**src/rtl/ifc_pkg.sv**
```systemverilog
package ifc_pkg;
   typedef enum logic [1:0] {
      ST_IDLE   = 2'd0,
      ST_FILL   = 2'd1,
      ST_DIRECT = 2'd2
   } ifc_state_e;
endpackage

```
**src/rtl/ifc_tag_array.sv**
```systemverilog
module ifc_tag_array #(
   parameter int NUM_LINES = 8,
   parameter int TAG_W     = 25,
   localparam int IDX_W    = $clog2(NUM_LINES)
) (
   input  logic             clk,
   input  logic             rst_n,
   input  logic             clr_all,
   input  logic             wr_en,
   input  logic [IDX_W-1:0] wr_idx,
   input  logic [TAG_W-1:0] wr_tag,
   input  logic             wr_valid,
   input  logic [IDX_W-1:0] rd_idx,
   output logic             rd_valid,
   output logic [TAG_W-1:0] rd_tag
);
   logic [NUM_LINES-1:0] valid_q;
   logic [TAG_W-1:0]     tag_q [NUM_LINES];

   for (genvar g = 0; g < NUM_LINES; g++) begin : g_line
      always_ff @(posedge clk or negedge rst_n) begin
         if (!rst_n) begin
            valid_q[g] <= 1'b0;
            tag_q[g]   <= '0;
         end else if (clr_all) begin
            valid_q[g] <= 1'b0;
         end else if (wr_en && (wr_idx == IDX_W'(g))) begin
            valid_q[g] <= wr_valid;
            tag_q[g]   <= wr_tag;
         end
      end
   end

   assign rd_valid = valid_q[rd_idx];
   assign rd_tag   = tag_q[rd_idx];
endmodule

```
**src/rtl/ifc_word_array.sv**
```systemverilog
module ifc_word_array #(
   parameter int NUM_LINES = 8,
   parameter int WORDS     = 4,
   parameter int DATA_W    = 32,
   localparam int IDX_W    = $clog2(NUM_LINES),
   localparam int OFS_W    = $clog2(WORDS)
) (
   input  logic              clk,
   input  logic              wr_en,
   input  logic [IDX_W-1:0]  wr_idx,
   input  logic [OFS_W-1:0]  wr_ofs,
   input  logic [DATA_W-1:0] wr_data,
   input  logic [IDX_W-1:0]  rd_idx,
   input  logic [OFS_W-1:0]  rd_ofs,
   output logic [DATA_W-1:0] rd_data
);
   logic [DATA_W-1:0] mem_q [NUM_LINES*WORDS];

   always_ff @(posedge clk) begin
      if (wr_en) mem_q[{wr_idx, wr_ofs}] <= wr_data;
   end

   assign rd_data = mem_q[{rd_idx, rd_ofs}];
endmodule

```
**src/rtl/ifetch_cache.sv**
```systemverilog
module ifetch_cache
   import ifc_pkg::*;
#(
   parameter int          ADDR_W     = 32,
   parameter int          DATA_W     = 32,
   parameter int          NUM_LINES  = 8,
   parameter int          LINE_BYTES = 16,
   parameter logic [31:0] IO_BASE    = 32'hF000_0000
) (
   input  logic              clk,
   input  logic              rst_n,
   input  logic              clr,
   input  logic              f_req,
   input  logic [ADDR_W-1:0] f_addr,
   output logic              f_ready,
   output logic              f_rvalid,
   output logic [DATA_W-1:0] f_rdata,
   output logic              f_rerr,
   output logic              bus_req,
   output logic [ADDR_W-1:0] bus_addr,
   input  logic [DATA_W-1:0] bus_rdata,
   input  logic              bus_ack,
   input  logic              bus_err
);
   localparam int WORD_BYTES = DATA_W / 8;
   localparam int BYTE_W     = $clog2(WORD_BYTES);
   localparam int WORDS      = LINE_BYTES / WORD_BYTES;
   localparam int OFS_W      = $clog2(WORDS);
   localparam int IDX_W      = $clog2(NUM_LINES);
   localparam int TAG_W      = ADDR_W - IDX_W - OFS_W - BYTE_W;

   if ((NUM_LINES < 2) || ((NUM_LINES & (NUM_LINES - 1)) != 0)) begin : g_bad_lines
      $error("NUM_LINES must be a power of two and at least 2");
   end
   if ((LINE_BYTES < 2 * WORD_BYTES) || ((LINE_BYTES & (LINE_BYTES - 1)) != 0)) begin : g_bad_line
      $error("LINE_BYTES must be a power of two holding at least two words");
   end
   if ((DATA_W % 8 != 0) || (TAG_W < 1)) begin : g_bad_width
      $error("DATA_W must be whole bytes and ADDR_W must leave room for a tag");
   end

   ifc_state_e        state_q;
   logic              clr_pend_q;
   logic [IDX_W-1:0]  idx_q;
   logic [TAG_W-1:0]  tag_q;
   logic [OFS_W-1:0]  ofs_q;
   logic [OFS_W-1:0]  cnt_q;
   logic [ADDR_W-1:0] direct_q;
   logic              rvalid_q;
   logic              rerr_q;
   logic [DATA_W-1:0] rdata_q;

   logic [IDX_W-1:0]  a_idx;
   logic [TAG_W-1:0]  a_tag;
   logic [OFS_W-1:0]  a_ofs;
   logic              a_io;
   logic              line_valid;
   logic [TAG_W-1:0]  line_tag;
   logic [DATA_W-1:0] line_word;
   logic              accept;
   logic              hit;
   logic              clear_now;
   logic              fill_ack;
   logic              fill_last;
   logic              tag_wr;
   logic              tag_wr_valid;

   assign a_ofs = f_addr[BYTE_W +: OFS_W];
   assign a_idx = f_addr[BYTE_W+OFS_W +: IDX_W];
   assign a_tag = f_addr[ADDR_W-1 -: TAG_W];
   assign a_io  = (f_addr >= ADDR_W'(IO_BASE));

   assign f_ready   = (state_q == ST_IDLE) && !clr_pend_q;
   assign accept    = f_req && f_ready;
   assign clear_now = (state_q == ST_IDLE) && (clr || clr_pend_q);
   assign hit       = line_valid && (line_tag == a_tag) && !clr;

   assign fill_ack  = (state_q == ST_FILL) && bus_ack;
   assign fill_last = (cnt_q == OFS_W'(WORDS - 1));

   // The line is written valid on the last good word and invalid on an error.
   assign tag_wr       = (state_q == ST_FILL) && (bus_err || (bus_ack && fill_last));
   assign tag_wr_valid = !bus_err;

   ifc_tag_array #(.NUM_LINES(NUM_LINES), .TAG_W(TAG_W)) u_tags (
      .clk      (clk),
      .rst_n    (rst_n),
      .clr_all  (clear_now),
      .wr_en    (tag_wr),
      .wr_idx   (idx_q),
      .wr_tag   (tag_q),
      .wr_valid (tag_wr_valid),
      .rd_idx   (a_idx),
      .rd_valid (line_valid),
      .rd_tag   (line_tag)
   );

   ifc_word_array #(.NUM_LINES(NUM_LINES), .WORDS(WORDS), .DATA_W(DATA_W)) u_words (
      .clk     (clk),
      .wr_en   (fill_ack),
      .wr_idx  (idx_q),
      .wr_ofs  (cnt_q),
      .wr_data (bus_rdata),
      .rd_idx  (a_idx),
      .rd_ofs  (a_ofs),
      .rd_data (line_word)
   );

   always_ff @(posedge clk or negedge rst_n) begin
      if (!rst_n) begin
         clr_pend_q <= 1'b0;
      end else if (state_q != ST_IDLE) begin
         if (clr) clr_pend_q <= 1'b1;
      end else begin
         clr_pend_q <= 1'b0;
      end
   end

   always_ff @(posedge clk or negedge rst_n) begin
      if (!rst_n) begin
         state_q  <= ST_IDLE;
         idx_q    <= '0;
         tag_q    <= '0;
         ofs_q    <= '0;
         cnt_q    <= '0;
         direct_q <= '0;
         rvalid_q <= 1'b0;
         rerr_q   <= 1'b0;
         rdata_q  <= '0;
      end else begin
         rvalid_q <= 1'b0;
         rerr_q   <= 1'b0;
         unique case (state_q)
            ST_IDLE: begin
               if (accept) begin
                  if (a_io) begin
                     direct_q <= f_addr;
                     state_q  <= ST_DIRECT;
                  end else if (hit) begin
                     rvalid_q <= 1'b1;
                     rdata_q  <= line_word;
                  end else begin
                     idx_q   <= a_idx;
                     tag_q   <= a_tag;
                     ofs_q   <= a_ofs;
                     cnt_q   <= '0;
                     state_q <= ST_FILL;
                  end
               end
            end
            ST_FILL: begin
               if (bus_err) begin
                  rvalid_q <= 1'b1;
                  rerr_q   <= 1'b1;
                  state_q  <= ST_IDLE;
               end else if (bus_ack) begin
                  if (cnt_q == ofs_q) rdata_q <= bus_rdata;
                  cnt_q <= cnt_q + 1'b1;
                  if (fill_last) begin
                     rvalid_q <= 1'b1;
                     state_q  <= ST_IDLE;
                  end
               end
            end
            ST_DIRECT: begin
               if (bus_ack || bus_err) begin
                  rvalid_q <= 1'b1;
                  rerr_q   <= bus_err;
                  rdata_q  <= bus_rdata;
                  state_q  <= ST_IDLE;
               end
            end
            default: state_q <= ST_IDLE;
         endcase
      end
   end

   assign f_rvalid = rvalid_q;
   assign f_rerr   = rerr_q;
   assign f_rdata  = rdata_q;
   assign bus_req  = (state_q != ST_IDLE);
   assign bus_addr = (state_q == ST_FILL) ? {tag_q, idx_q, cnt_q, BYTE_W'(0)} : direct_q;
endmodule

```
**config.mk**
```make
export PLATFORM = sky130hd
export DESIGN_NAME = ifetch_cache
export DESIGN_NICKNAME = d
export VERILOG_FILES = /design/src/rtl/ifc_pkg.sv /design/src/rtl/ifc_tag_array.sv /design/src/rtl/ifc_word_array.sv /design/src/rtl/ifetch_cache.sv
export SDC_FILE = /design/constraint.sdc
export NUM_CORES = 1
export LEC_CHECK = 0
export ABC_AREA = 1
export BUFFER_PORTS_ARGS = -buffer_cell sky130_fd_sc_hd__buf_2
export CAP_MARGIN = 10
export CORE_UTILIZATION = 40
export DETAILED_ROUTE_END_ITERATION = 10
export PLACE_DENSITY_LB_ADDON = 0.15
export SYNTH_ARGS = -nofsm -noshare
export SYNTH_HDL_FRONTEND = slang
export SYNTH_SLANG_ARGS = --single-unit
```
**constraint.sdc**
```tcl
create_clock -name clk -period 5.2 [get_ports clk]
set_clock_uncertainty 0.15 [all_clocks]
set_input_delay 0.78 -clock clk [delete_from_list [all_inputs] [get_ports clk]]
set_output_delay 0.78 -clock clk [all_outputs]
set_load 0.005 [all_outputs]
```
==> After elaboration in Yosys (flattened, before gate mapping) <==
Memory sizes are Yosys's and may differ from the RTL's.
Index checks and enable logic that the tools add are counted.
{ "word_totals": {"ramBits": 1024, "regBits": 309, "elab_cells": 166, "input_bits": 70, "n_memories": 1} }
{ "classes": {"bitwise_logic": 4, "addsub": 1, "n_reduce_logical": 48, "order_cmp": 3, "n_mux": 59, "n_eq_ne": 24} }
{ "mem_list": {"columns": ["memory", "depth", "width", "read_ports", "rd_clocked_by_memory_dff", "wr", "line_no", "source"], "rows": [
  ["u_words.mem_q", 32, 32, 1, 0, 1, "ifc_word_array.sv:17", "logic [DATA_W-1:0] mem_q [NUM_LINES*WORDS];"]
]} }
{ "op_table": {"columns": ["operator", "count"], "rows": [
  ["two-way mux 32 bit", 8],
  ["case mux 32 bit (3 select lines)", 1],
  ["binary-select mux 25 bit (select 3 bit)", 1],
  ["two-way mux 25 bit", 2],
  [">= comparator 32 bit (second input constant)", 1],
  ["two-way mux 1 bit", 30],
  ["== test 25 bit", 1],
  ["two-way mux 2 bit", 12],
  ["nonzero test 2 bit", 10],
  ["logical AND 1 bit", 16],
  ["!= test 2 bit (second input constant)", 8],
  ["AND reduction 2 bit", 8],
  ["== test 3 bit (second input constant)", 4],
  ["!= test 3 bit (second input constant)", 3],
  ["AND reduction 8 bit", 1],
  ["== test 3 x 2 -> 1 bit (second input constant)", 2],
  ["case mux 2 bit (3 select lines)", 1],
  ["AND reduction 6 bit", 1],
  ["AND reduction 5 bit", 1],
  ["== test 2 bit (second input constant)", 2],
  [">= comparator 4 bit (second input constant)", 1],
  ["< comparator 3 x 4 -> 1 bit (second input constant)", 1],
  ["NOT 3 -> 4 bit", 1],
  ["case mux 2 bit (2 select lines)", 1],
  ["16 further kinds", 22]
]} }

==> Depth between registers and ports, before layout <==
{ "depth": {"ltp_word": 11, "ltp_mapped": 21, "depth_no_buf": 17} }

==> By module <==
Synthesis repeated with hierarchy kept, for this count alone.
{ "hier_totals": {"cells_unflattened": 5589, "hier_area_um2": 57277.4} }
{ "by_module_without_submodules": {"columns": ["mod", "instances", "seq_area_each_um2", "cells_each", "area_each_um2"], "rows": [
  ["ifc_word_array", 1, 30749.5, 3504, 41765.1],
  ["ifc_tag_array", 1, 5205.0, 1412, 10152.2],
  ["ifetch_cache", 1, 2527.4, 673, 5360.1]
]} }

==> Least setup slack after synthesis <==
OpenSTA, ideal clock, no wires.
{ "synth_timing": {"path_type": "register to register", "from": "reg state_q[1]", "to": "mem u_words.mem_q[11][0] (enable)", "stages_incl_launch_ff": 8, "arrival_ns": 2.530, "n_path_buf": 1, "t_required_ns": 4.629, "slack_ns": 2.099, "synth_period_minus_slack_ns": 3.101, "cell_sequence": "dfrtp_1 -> inv_1 -> ha_1 -> clkbuf_1 -> nand2_1 -> inv_1 -> nand2_1 -> nor2_1"} }
{ "synth_via": {"elab_chain_len": 4} }
{ "synth_rtl": {"columns": ["element", "line_no", "source"], "rows": [
  ["start, declared", "ifetch_cache.sv:42", "ifc_state_e state_q;"],
  ["start signal, assigned", "ifetch_cache.sv:121", "state_q <= ST_IDLE;"],
  ["start signal, assigned", "ifetch_cache.sv:138", "state_q <= ST_DIRECT;"],
  ["start signal, assigned", "ifetch_cache.sv:147", "state_q <= ST_FILL;"],
  ["== test 2 x 1 -> 1 bit", "ifetch_cache.sv:78", "assign fill_ack = (state_q == ST_FILL) && bus_ack;"],
  ["logical AND 1 bit", "ifetch_cache.sv:78", null],
  ["two-way mux 1 bit", "ifc_word_array.sv:20", "if (wr_en) mem_q[{wr_idx, wr_ofs}] <= wr_data;"],
  ["two-way mux 1 bit (implied by the code)", "ifc_word_array.sv:20", null],
  ["end, declared", "ifc_word_array.sv:17", null]
]} }
Every way passes these cells.

==> Worst setup path after layout <==
{ "layout_timing": {"from": "reg state_q[1]", "to": "out bus_addr[11]"} }
{ "layout_via": {"elab_chain_len": 2} }
{ "layout_rtl": {"columns": ["element", "line_no", "source"], "rows": [
  ["== test 2 x 1 -> 1 bit", "ifetch_cache.sv:182", "assign bus_addr = (state_q == ST_FILL) ? {tag_q, idx_q, cnt_q, BYTE_W'(0)} : direct_q;"],
  ["two-way mux 32 bit", "ifetch_cache.sv:182", null],
  ["end, declared", "ifetch_cache.sv:20", "output logic [ADDR_W-1:0] bus_addr,"]
]} }
Every way passes these cells.

==> flow_summary.yaml <==
detailed_routing:
  via_count: 38140
  ant_nets: 0
  routedWlPerCell_um: 25.51
  drt_first_iter_violations: 3958
  drc_errors: 0
  routed_via_density: 5.677
  drt-total-wl_um: 171400
  firstDrtPassIters: 7
power:
  power_leakage_nw: 22.32
  power.density_mw_per_mm2: 451.7
  p_total_mw: 27.93
  ir_drop_v: 0.0003295
die:
  core_area_mm2: 0.1343
  fp.dieW_um: 370.9
  dieHeight_um: 370.9
  die-area_mm2: 0.1376
  rows: 134
  initial_core_util: 0.4053
  io_pins: 138
worst_setup_path:
  path_delay_family: "buffers and inverters"
  cp.required_ps: 4270
  r2r_cells: 10
  worstPathCellList: "inv_1 > ha_1 > buf_4 > inv_2 > o21ai_0 > buf_2"
  startpoint_type: "flip-flop"
  cpMaxStageDelayCell: "o21ai_0"
  crit_cells: 6
  critPathMaxFanout: 46
  cpPeakStageDelay_ps: 830
  r2r-start: "state_q[1]"
  crit_arrival_ps: 3220
  path_class: "reg -> out"
  rrSetupSlack_ps: 1710
  r2r-end: "f_rdata[20]"
  crit_buf_inv: 4
  cp-end-kind: "output pin"
status:
  status: "finished clean"
sta:
  period_minus_slack_ps: 4148
  final-setup-viol-count: 0
  hold_violations: 0
  fin_tns_setup_ps: 0
  rsz0062_at_grt: "no"
  fmax_mhz: 241.1
  worst_pin_slew_ps: 1194
  slew_headroom: 0.2015
  slew_viol_final: 0
  setup_ws_ps: 1052
  finalCritPeriodShare: 0.7977
placed_design:
  dpl.hpwl_um: 94290
  place_ws_ps: 924.3
  io_buffers: 137
  gp_congestion: 0.8322
finish:
  area_delta_synth_final_pct: 13.60
  drive_gt1_frac: 0.09842
  nNetsFinal: 4909
clock_tree:
  root_buffer: "clkbuf_16"
  cts_sinks: 1333
  cts_buffers: 143
  cts.htree.levels: 4
  clk_path_buf_depth: 3
  path_clk_slew_ps: 60
  cts_tree: "yes"
  clk_latency_ps: 790
global_routing:
  grt_start_max_net_pins: 123
  antenna_found_initial: 17
  grt_first_pass_wirelength_um: 249900
  grt_pass1_vias: 35960
  grt_usage: 0.2485
  overflow: 0
yosys:
  ys_seq_elements: 1333
  syn-num-nets: 4855
  ys_warn_count: 0
  synth.cell_area_mm2: 0.05443
  synth_cell_types: 29
  postSynthAreaPerCell_um2: 11.39
  yosysSeqAreaShare: 0.7070
  synthCells: 4777
min_path:
  whs_path_depth: 3
  hold_class: "in -> reg"
  holdCritStartpoint: "f_addr[0]"
  min_to: "direct_q[0]"
flow_run:
  cap_violations: 0
==> repair_timing <==
action,CTS,global route
buffers inserted,0,0
gates resized for setup,0,0
setup endpoints to repair,0,0
hold buffers,1,0
hold endpoints to repair,67,0
==> worst max-delay path by stage <==
stage | startpoint | to | slack [ps]
floorplan | state_q[1] | u_words.mem_q[11][0] | 2100
global placement | f_addr[5] | f_rdata[20] | 950
detailed placement | f_addr[5] | f_rdata[20] | 920
CTS | state_q[1] | bus_addr[6] | 990
global route | state_q[1] | bus_addr[13] | 890
finish | state_q[1] | bus_addr[11] | 1050
==> layout by cell type (no fill, tap or decap), types with 3 or more instances in the layout <==
cell type,count
buf_8,3
dfrtp_1,309
nor2_1,662
inv_8,3
buf_4,84
ha_1,7
inv_2,3
inv_6,5
nand2_1,751
bufinv_16,5
nand2_2,11
o21ai_1,9
o21ai_0,838
clkbuf_1,47
buf_2,131
nand3_1,281
a21oi_1,8
clkinv_1,22
edfxtp_1,1024
clkinv_2,20
inv_1,163
nor3_1,8
o22ai_1,62
diode_2,3
clkinv_8,3
o211ai_1,63
clkbuf_8,11
clkbuf_16,146
o221ai_1,194
nand4_1,4
buf_12,20
nor2_4,32
==> synthesized netlist by cell type <==
| cell type | number | share of area |
|---|---|---|
| a211oi_1 | 1 | 0.00014 |
| a21oi_1 | 8 | 0.00074 |
| a31oi_1 | 1 | 0.00012 |
| buf_1 | 17 | 0.0012 |
| buf_2 | 30 | 0.0028 |
| buf_4 | 9 | 0.0012 |
| buf_6 | 5 | 0.0010 |
| clkbuf_1 | 271 | 0.019 |
| clkinv_1 | 1 | 0.000069 |
| dfrtp_1 | 309 | 0.14 |
| edfxtp_1 | 1024 | 0.56 |
| ha_1 | 8 | 0.0018 |
| inv_1 | 165 | 0.011 |
| inv_2 | 5 | 0.00034 |
| nand2_1 | 761 | 0.052 |
| nand2_2 | 1 | 0.00012 |
| nand3_1 | 281 | 0.026 |
| nand3b_1 | 2 | 0.00028 |
| nand4_1 | 4 | 0.00046 |
| nor2_1 | 694 | 0.048 |
| nor3_1 | 8 | 0.00074 |
| nor4_1 | 2 | 0.00023 |
| o211ai_1 | 63 | 0.0087 |
| o211ai_2 | 1 | 0.00023 |
| o21ai_0 | 838 | 0.077 |
| o21ai_1 | 10 | 0.00092 |
| o221ai_1 | 194 | 0.031 |
| o22ai_1 | 62 | 0.0071 |
| xnor2_1 | 2 | 0.00032 |
==> cells by family (layout without fill, tap and decap cells) <==
family,after synthesis,after routing,synth area share
buf+inv,503,674,0.03669
compound gates,1178,1178,0.1262
other cells,0,3,0
simple gates,1753,1753,0.1280
xor+xnor,2,2,0.0003219
flops,1333,1333,0.7070
fa+ha+maj,8,8,0.001839
==> worst reg2reg max path, stage by stage, from the launching register on <==
cell,delay [ps]
dfrtp_1,400
inv_1,80
ha_1,230
buf_4,220
inv_2,610
a21oi_1,130
nor4_1,490
nand2_2,300
inv_2,560
nand2_1,190
nand2_1,90
==> per-layer routing <==
layer / share of wire / up-vias / global-route usage
li1: - / 17190 / -
met1: 0.44 / 19260 / 0.3521
met2: 0.47 / 1406 / 0.3971
met3: 0.061 / 281 / 0.03293
met4: 0.027 / 2 / 0.07700
met5: 0.000076 / - / 0
==> cell type report <==
cell class,count,area [um2]
tap,1768,2212
antenna,3,7.507
timing repair buffer,241,1767
sequential,1333,38480
clock inverter,59,503.0
multi-input combinational,2941,14230
fill,12380,72460
clock buffer,203,3968
inverter,171,671.9
==> flip-flops by register name, indices dropped and copies added (netlist names), 2 cells and up <==
signal / cells
idx_q: 3
cnt_q: 2
ofs_q: 2
direct_q: 32
tag_q: 25
u_tags.tag_q: 200
u_words.mem_q: 1024
f_rdata: 32
state_q: 2
u_tags.valid_q: 8
==> metrics by stage <==
step	instance area (um2)	hold WS [ps]	util	instances
2_1_floorplan	54430	269.4	-	4777
3_3_place_gp	57350	281.0	0.4270	6453
3_5_place_dp	57350	286.8	0.4270	6453
4_1_cts	61830	79.87	0.4604	6716
5_1_grt	61840	125.2	0.4605	6719
6_report	61840	123.4	0.4605	6719
==> power breakdown <==
part	internal [mW]	leakage, nW	switching [mW]
logic	1.33	6.88	3.42
registers	12.7	13.3	0.647
clock network	5.59	2.18	4.28
(Power assumes the default switching activity.)
